## src/rtl/cinc_pkg.sv

```systemverilog
package cinc_pkg;
  // number of groups needed to cover a word
  function automatic int ceil_div(input int num, input int den);
    return (num + den - 1) / den;
  endfunction

  // width of group idx, the last one may be short
  function automatic int group_width(input int width, input int grp, input int idx);
    int rem;
    rem = width - idx * grp;
    return (rem < grp) ? rem : grp;
  endfunction
endpackage

```

## src/rtl/cinc_pg.sv

```systemverilog
module cinc_pg #(
  parameter int WIDTH = 32
) (
  input  logic [WIDTH-1:0] a,
  input  logic [WIDTH-1:0] b,
  output logic [WIDTH-1:0] g,
  output logic [WIDTH-1:0] p
);
  // bit-level generate and propagate, shared by all groups
  assign g = a & b;
  assign p = a ^ b;
endmodule

```

## src/rtl/cinc_group.sv

```systemverilog
module cinc_group #(
  parameter int GW = 4
) (
  input  logic [GW-1:0] g,
  input  logic [GW-1:0] p,
  input  logic          cin_grp,
  output logic [GW-1:0] carry,
  output logic          cout_grp
);
  logic [GW:0] lgen;   // local generate from group start up to bit i-1
  logic [GW:0] lprop;  // all-propagate from group start up to bit i-1

  // local prefix assuming no carry enters the group
  always_comb begin
    lgen[0]  = 1'b0;
    lprop[0] = 1'b1;
    for (int i = 0; i < GW; i++) begin
      lgen[i+1]  = g[i] | (p[i] & lgen[i]);
      lprop[i+1] = p[i] & lprop[i];
    end
  end

  // increment step: the late carry corrects the local carries
  always_comb begin
    for (int i = 0; i < GW; i++) begin
      carry[i] = lgen[i] | (lprop[i] & cin_grp);
    end
    cout_grp = lgen[GW] | (lprop[GW] & cin_grp);
  end

  always_comb begin : chk_group
    // a group that propagates on every bit hands its carry-in straight on
    if (&p) begin
      p_group_pass_r3: assert (cout_grp == cin_grp);
    end
    // the carry into the lowest bit of a group is the group carry-in
    p_group_entry_r6: assert (carry[0] == cin_grp);
  end
endmodule

```

## src/rtl/cinc_sum.sv

```systemverilog
module cinc_sum #(
  parameter int WIDTH = 32
) (
  input  logic [WIDTH-1:0] p,
  input  logic [WIDTH-1:0] c,
  output logic [WIDTH-1:0] sum
);
  // one XOR stage for the whole word
  assign sum = p ^ c;
endmodule

```

## src/rtl/cinc_adder.sv

```systemverilog
module cinc_adder #(
  parameter int WIDTH = 32,
  parameter int GRP   = 4
) (
  input  logic [WIDTH-1:0] a,
  input  logic [WIDTH-1:0] b,
  input  logic             cin,
  output logic [WIDTH-1:0] sum,
  output logic             cout
);
  localparam int NGRP = cinc_pkg::ceil_div(WIDTH, GRP);

  logic [WIDTH-1:0] g;
  logic [WIDTH-1:0] p;
  logic [WIDTH-1:0] c;
  logic [NGRP:0]    gcar;  // carry into each group, plus the final carry

  cinc_pg #(.WIDTH(WIDTH)) u_pg (
    .a (a),
    .b (b),
    .g (g),
    .p (p)
  );

  assign gcar[0] = cin;

  for (genvar gi = 0; gi < NGRP; gi++) begin : g_grp
    localparam int LO = gi * GRP;
    localparam int GW = cinc_pkg::group_width(WIDTH, GRP, gi);
    cinc_group #(.GW(GW)) u_group (
      .g        (g[LO +: GW]),
      .p        (p[LO +: GW]),
      .cin_grp  (gcar[gi]),
      .carry    (c[LO +: GW]),
      .cout_grp (gcar[gi+1])
    );
  end

  cinc_sum #(.WIDTH(WIDTH)) u_sum (
    .p   (p),
    .c   (c),
    .sum (sum)
  );

  assign cout = gcar[NGRP];

  always_comb begin : chk_top
    p_sum_match_r1: assert ({cout, sum} ==
      ({1'b0, a} + {1'b0, b} + {{WIDTH{1'b0}}, cin}));
    p_low_bit_r2: assert (sum[0] == (a[0] ^ b[0] ^ cin));
    if (a[WIDTH-1] && b[WIDTH-1]) begin
      p_top_generate_r4: assert (cout == 1'b1);
    end
    if (!a[WIDTH-1] && !b[WIDTH-1]) begin
      p_top_kill_r5: assert (cout == 1'b0);
    end
    if (a == ~b) begin
      p_full_propagate_r3: assert (cout == cin);
    end
  end
endmodule

```

## config.mk

```make
export PLATFORM = sky130hd
export DESIGN_NAME = cinc_adder
export DESIGN_NICKNAME = d
export VERILOG_FILES = /design/src/rtl/cinc_pkg.sv /design/src/rtl/cinc_pg.sv /design/src/rtl/cinc_group.sv /design/src/rtl/cinc_sum.sv /design/src/rtl/cinc_adder.sv
export SDC_FILE = /design/constraint.sdc
export NUM_CORES = 1
export LEC_CHECK = 0
export BUFFER_PORTS_ARGS = -buffer_cell sky130_fd_sc_hd__clkbuf_2
export CORE_ASPECT_RATIO = 0.8
export CORE_MARGIN = 2
export CORE_UTILIZATION = 35
export DETAILED_ROUTE_END_ITERATION = 8
export PLACE_DENSITY = 0.77
export SYNTH_ARGS = -nofsm -noshare
export SYNTH_HDL_FRONTEND = slang
export SYNTH_HIERARCHICAL = 1
export SYNTH_SLANG_ARGS = --single-unit
```

## constraint.sdc

```tcl
create_clock -name vclk -period 7.6
set_clock_uncertainty 0.2 [all_clocks]
set_input_delay 0.76 -clock vclk [all_inputs]
set_output_delay 0.76 -clock vclk [all_outputs]
set_load 0.01 [all_outputs]
```

## Word level (Yosys, flattened, before mapping)

Cells that the tools add are included.

- Logic and storage cells: 139
- Output and inout port bits: 33
- Input port bits: 65
- Register bits after elaboration: 0

- Bitwise operators: 139

Operators with widths:

| operator | count |
|---|---|
| AND 1 bit | 80 |
| bitwise XOR 32 bit | 2 |
| OR 1 bit | 56 |
| AND 32 bit | 1 |

## Logic depth before layout (Yosys ltp)

- Depth after elaboration: 23
- Depth in mapped cells: 26
- Depth with buffers taken out: 26

## By module

Netlist, hierarchy kept.

Modules (own cells, without submodules):

| module | instances | sequential area each (um2) | area an instance (um2) | cells an instance |
|---|---|---|---|---|
| cinc_pg | 1 | 0.0 | 400.4 | 32 |
| cinc_group | 8 | 0.0 | 46.3 | 6 |
| cinc_sum | 1 | 0.0 | 280.3 | 32 |

## Worst setup path after synthesis

Ideal clock, no wire load.

- Path kind: in2out
- From: in a[0]
- To: out sum[31]
- Path slack: 0.608 ns
- Data arrival time: 6.032 ns
- Buffers on the path: 0
- Cell stages on the path: 26
- Path through: ha_1 -> a21o_1 -> a21o_1 -> a31o_1 -> a21o_1 -> a21o_1 -> a31o_1 -> a21o_1 -> a21o_1 -> a31o_1 -> a21o_1 -> a21o_1 -> a31o_1 -> a21o_1 -> a21o_1 -> a31o_1 -> a21o_1 -> a21o_1 -> a31o_1 -> a21o_1 -> a21o_1 -> a31o_1 -> a21o_1 -> a21o_1 -> a21o_1 -> xor2_1

- Word-level cells in the longest chain between the ends: 23
- Elaborated cells between the ends (all ways): 28
- Those cells by class: bitwise: 28

RTL lines:

| item | line | text |
|---|---|---|
| start, declared | cinc_adder.sv:5 | `input logic [WIDTH-1:0] a,` |
| AND 32 bit | cinc_pg.sv:10 | `assign g = a & b;` |
| AND 1 bit | cinc_group.sv:18 | `lgen[i+1] = g[i] \| (p[i] & lgen[i]);` |
| OR 1 bit | cinc_group.sv:18 |  |
| AND 1 bit | cinc_group.sv:18 |  |
| OR 1 bit | cinc_group.sv:18 |  |
| AND 1 bit | cinc_group.sv:18 |  |
| OR 1 bit | cinc_group.sv:18 |  |
| OR 1 bit * | cinc_group.sv:28 | `cout_grp = lgen[GW] \| (lprop[GW] & cin_grp);` |
| named net gcar[1] | cinc_adder.sv:16 | `logic [NGRP:0] gcar;` |
| (+2 left out) | n/a |  |
| named net gcar[2] | cinc_adder.sv:16 |  |
| (+2 left out) | n/a |  |
| named net gcar[3] | cinc_adder.sv:16 |  |
| (+2 left out) | n/a |  |
| named net gcar[4] | cinc_adder.sv:16 |  |
| (+2 left out) | n/a |  |
| named net gcar[5] | cinc_adder.sv:16 |  |
| (+2 left out) | n/a |  |
| named net gcar[6] | cinc_adder.sv:16 |  |
| AND 1 bit * | cinc_group.sv:28 |  |
| OR 1 bit * | cinc_group.sv:28 |  |
| named net gcar[7] | cinc_adder.sv:16 |  |
| AND 1 bit * | cinc_group.sv:26 | `carry[i] = lgen[i] \| (lprop[i] & cin_grp);` |
| OR 1 bit * | cinc_group.sv:26 |  |
| named net c[31] | cinc_adder.sv:15 | `logic [WIDTH-1:0] c;` |
| bitwise XOR 32 bit * | cinc_sum.sv:9 | `assign sum = p ^ c;` |
| end, declared | cinc_adder.sv:8 | `output logic [WIDTH-1:0] sum,` |

Mark *: on every way through the listed nets, which the timed path passes. The rest lies on a longest branch.

## Worst setup path in the final report

- From: in a[0]
- To: out sum[31]

- Elaborated cells between the ends (all ways): 28
- Those cells by class: bitwise: 28

RTL lines:

| item | line | text |
|---|---|---|
| bitwise XOR 32 bit | cinc_pg.sv:11 | `assign p = a ^ b;` |
| named net p[0] | cinc_adder.sv:14 | `logic [WIDTH-1:0] p;` |
| AND 1 bit (3 in a row) | cinc_group.sv:19 | `lprop[i+1] = p[i] & lprop[i];` |
| AND 1 bit | cinc_group.sv:28 |  |
| OR 1 bit | cinc_group.sv:28 |  |
| named net gcar[1] | cinc_adder.sv:16 |  |
| AND 1 bit | cinc_group.sv:28 |  |
| OR 1 bit | cinc_group.sv:28 |  |
| named net gcar[2] | cinc_adder.sv:16 |  |
| (+2 left out) | n/a |  |
| named net gcar[3] | cinc_adder.sv:16 |  |
| (+2 left out) | n/a |  |
| named net gcar[4] | cinc_adder.sv:16 |  |
| (+2 left out) | n/a |  |
| named net gcar[5] | cinc_adder.sv:16 |  |
| (+2 left out) | n/a |  |
| named net gcar[6] | cinc_adder.sv:16 |  |
| AND 1 bit | cinc_group.sv:28 |  |
| OR 1 bit | cinc_group.sv:28 |  |
| named net gcar[7] | cinc_adder.sv:16 |  |
| AND 1 bit | cinc_group.sv:26 |  |
| OR 1 bit | cinc_group.sv:26 |  |
| named net c[31] | cinc_adder.sv:15 |  |
| bitwise XOR 32 bit | cinc_sum.sv:9 |  |

The timed path passes the listed nets, and every way through them passes these cells.

==> impl_metrics.py <==
metrics = {
    "sta": {
        "hold_viol": 0,
        "maxSlewViolCount": 0,
        "layout_min_cycle_time_ps": 7290,
        "fin_setup_tns_ps": 0,
        "timing.final.ws_setup_ps": 310,
        "fmaxAchievable_ghz": 0.137,
        "rsz0062_at_grt": "no",
        "worst_slew_pin_slew_ps": 143,
        "slew_headroom": 0.904,
        "finalSetupViolCount": 0,
        "fin_crit_sh": 0.959,
    },
    "run_status": {
        "status": "complete, no violations",
    },
    "critical_path": {
        "crit_path_max_incr_delay_ps": 310,
        "arrival_ps": 6330,
        "critPathCaptureType": "primary output",
        "worst_path_most_repeated_cell": "a21o_1",
        "cp_slowest_cell": "ha_1",
        "critPathLaunchType": "input pin",
        "critPathTopFamily": "compound AO/OA/AOI/OAI gates",
        "required_ps": 6640,
        "critPathMaxFanout": 3,
        "critPathKind": "input pin to primary output",
        "cp.buffers_inverters": 2,
    },
    "synthesis": {
        "synth_commonest_cells": "a21o_1, ha_1, xor2_1",
        "synth_cell_types": 5,
        "avgSynthCellArea_sq_um": 9.38,
        "syn-num-nets": 209,
        "yosys_warnings": 6,
        "syn_area_sq_mm": 0.00105,
        "synthTopCellsByArea": "ha_1, xor2_1, a21o_1",
        "yosys.area.top_type": "ha_1",
        "yosysSeqAreaShare": 0,
        "postSynthCellCount": 112,
        "synth.top_cell.area_share": 0.381,
    },
    "power_and_ir_drop": {
        "leakage_nw": 1.10,
        "clkPwrFrac": 0,
        "p_int_mw": 0.0789,
        "power.share.switching": 0.506,
        "pwr-share-seq": 0,
        "power_density_mw_per_mm2": 103,
        "power.switching_mw": 0.0809,
        "peakVddDrop_v": 0.0000500,
        "pwr-share-comb": 1.000,
    },
    "cells_and_area": {
        "register_area_sq_um": 0,
        "clock_buffers": 0,
        "drive_gt1_frac": 0.493,
        "seq_cells": 0,
        "antenna_cells": 0,
        "finish.net_count": 304,
        "syn_to_final_growth_pct": 47.6,
    },
    "floorplan": {
        "io_pins": 98,
        "fp.dieArea_sq_mm": 0.00346,
        "die_h_um": 53.0,
        "die_x_um": 65.3,
        "core_area_sq_mm": 0.00281,
        "start_util": 0.374,
        "rows": 17,
    },
    "grt": {
        "grt_max_degree": 4,
        "grt_pass1_vias": 971,
        "grt_use_total": 0.132,
        "grt_antenna_before_repair": 0,
        "grt-ovfl-total": 0,
        "grt_first_pass_wirelength_um": 3790,
    },
    "drt": {
        "vias": 1135,
        "wl_per_cell_um": 10.4,
        "drtIter0Drc": 13,
        "via_per_inst": 4.67,
        "routed_wl_um": 2520,
        "firstDrtPassIters": 2,
        "antenna_left": 0,
        "drcViolationCount": 0,
    },
    "placed_design": {
        "gp_congestion": 0.671,
        "dp_slack_ps": 132,
        "port_buffers": 98,
        "dp_hpwl_um": 2390,
    },
    "run": {
        "drv_cap": 0,
    },
    "cts": {
        "hold_buffers": 0,
    },
    "min_path": {
        "hp-class": "input pin to primary output",
    },
}
per-layer routing:
metal	wire, um	track usage
met4	0	0
met5	0	0
met1	1080	0.168
met2	1060	0.238
met3	380	0.0340
repair_timing:
item,in CTS,in global routing
resized for setup,0,1
setup endpoints to repair,0,2
setup buffers,0,3
stage by stage:
stage                     hold slack [ps]  instance area [sq um]  utilization  std cells  total power, mW
after floorplan                      1490                   1050            -        112            0.100
after global placement               1590                   1530        0.545        240            0.157
after detailed placement             1600                   1530        0.545        240            0.158
after CTS                            1600                   1530        0.545        240            0.159
after global routing                 1620                   1550        0.553        243            0.177
final                                1600                   1550        0.553        243            0.160
cells by family after synthesis:
group	synth area share
AOI/OAI and AO/OA	0.295
xor gates and xnor gates	0.267
adders and majority gates	0.381
buffers and inverters	0.0571
placed cells by master, fill, tap and decap left out:
cell type  instances
buf_2              1
a21o_1            32
a31o_1             8
ha_1              32
xor2_1            32
clkbuf_2          97
buf_4              3
power groups by stage:
stage	clock [mW]	sequential, mW	combinational [mW]
final	0	0	0.160
after detailed placement	0	0	0.158
after global placement	0	0	0.157
after CTS	0	0	0.159
after global routing	0	0	0.177
after floorplan	0	0	0.100
final cells by class:
cell class                      instances  area (sq um)
Multi-Input combinational cell        104           991
Tap cell                               38          47.5
Fill cell                             265          1260
Timing Repair Buffer                  101           513
path summary, 6_finish.rpt:
kind                  startpoint       to  slack (ps)  depth (start not counted)
worst min-delay path         cin   sum[0]        1600                          3
worst max-delay path        a[0]  sum[31]         310                         28
No activity file was read; power rests on OpenSTA's default activity.
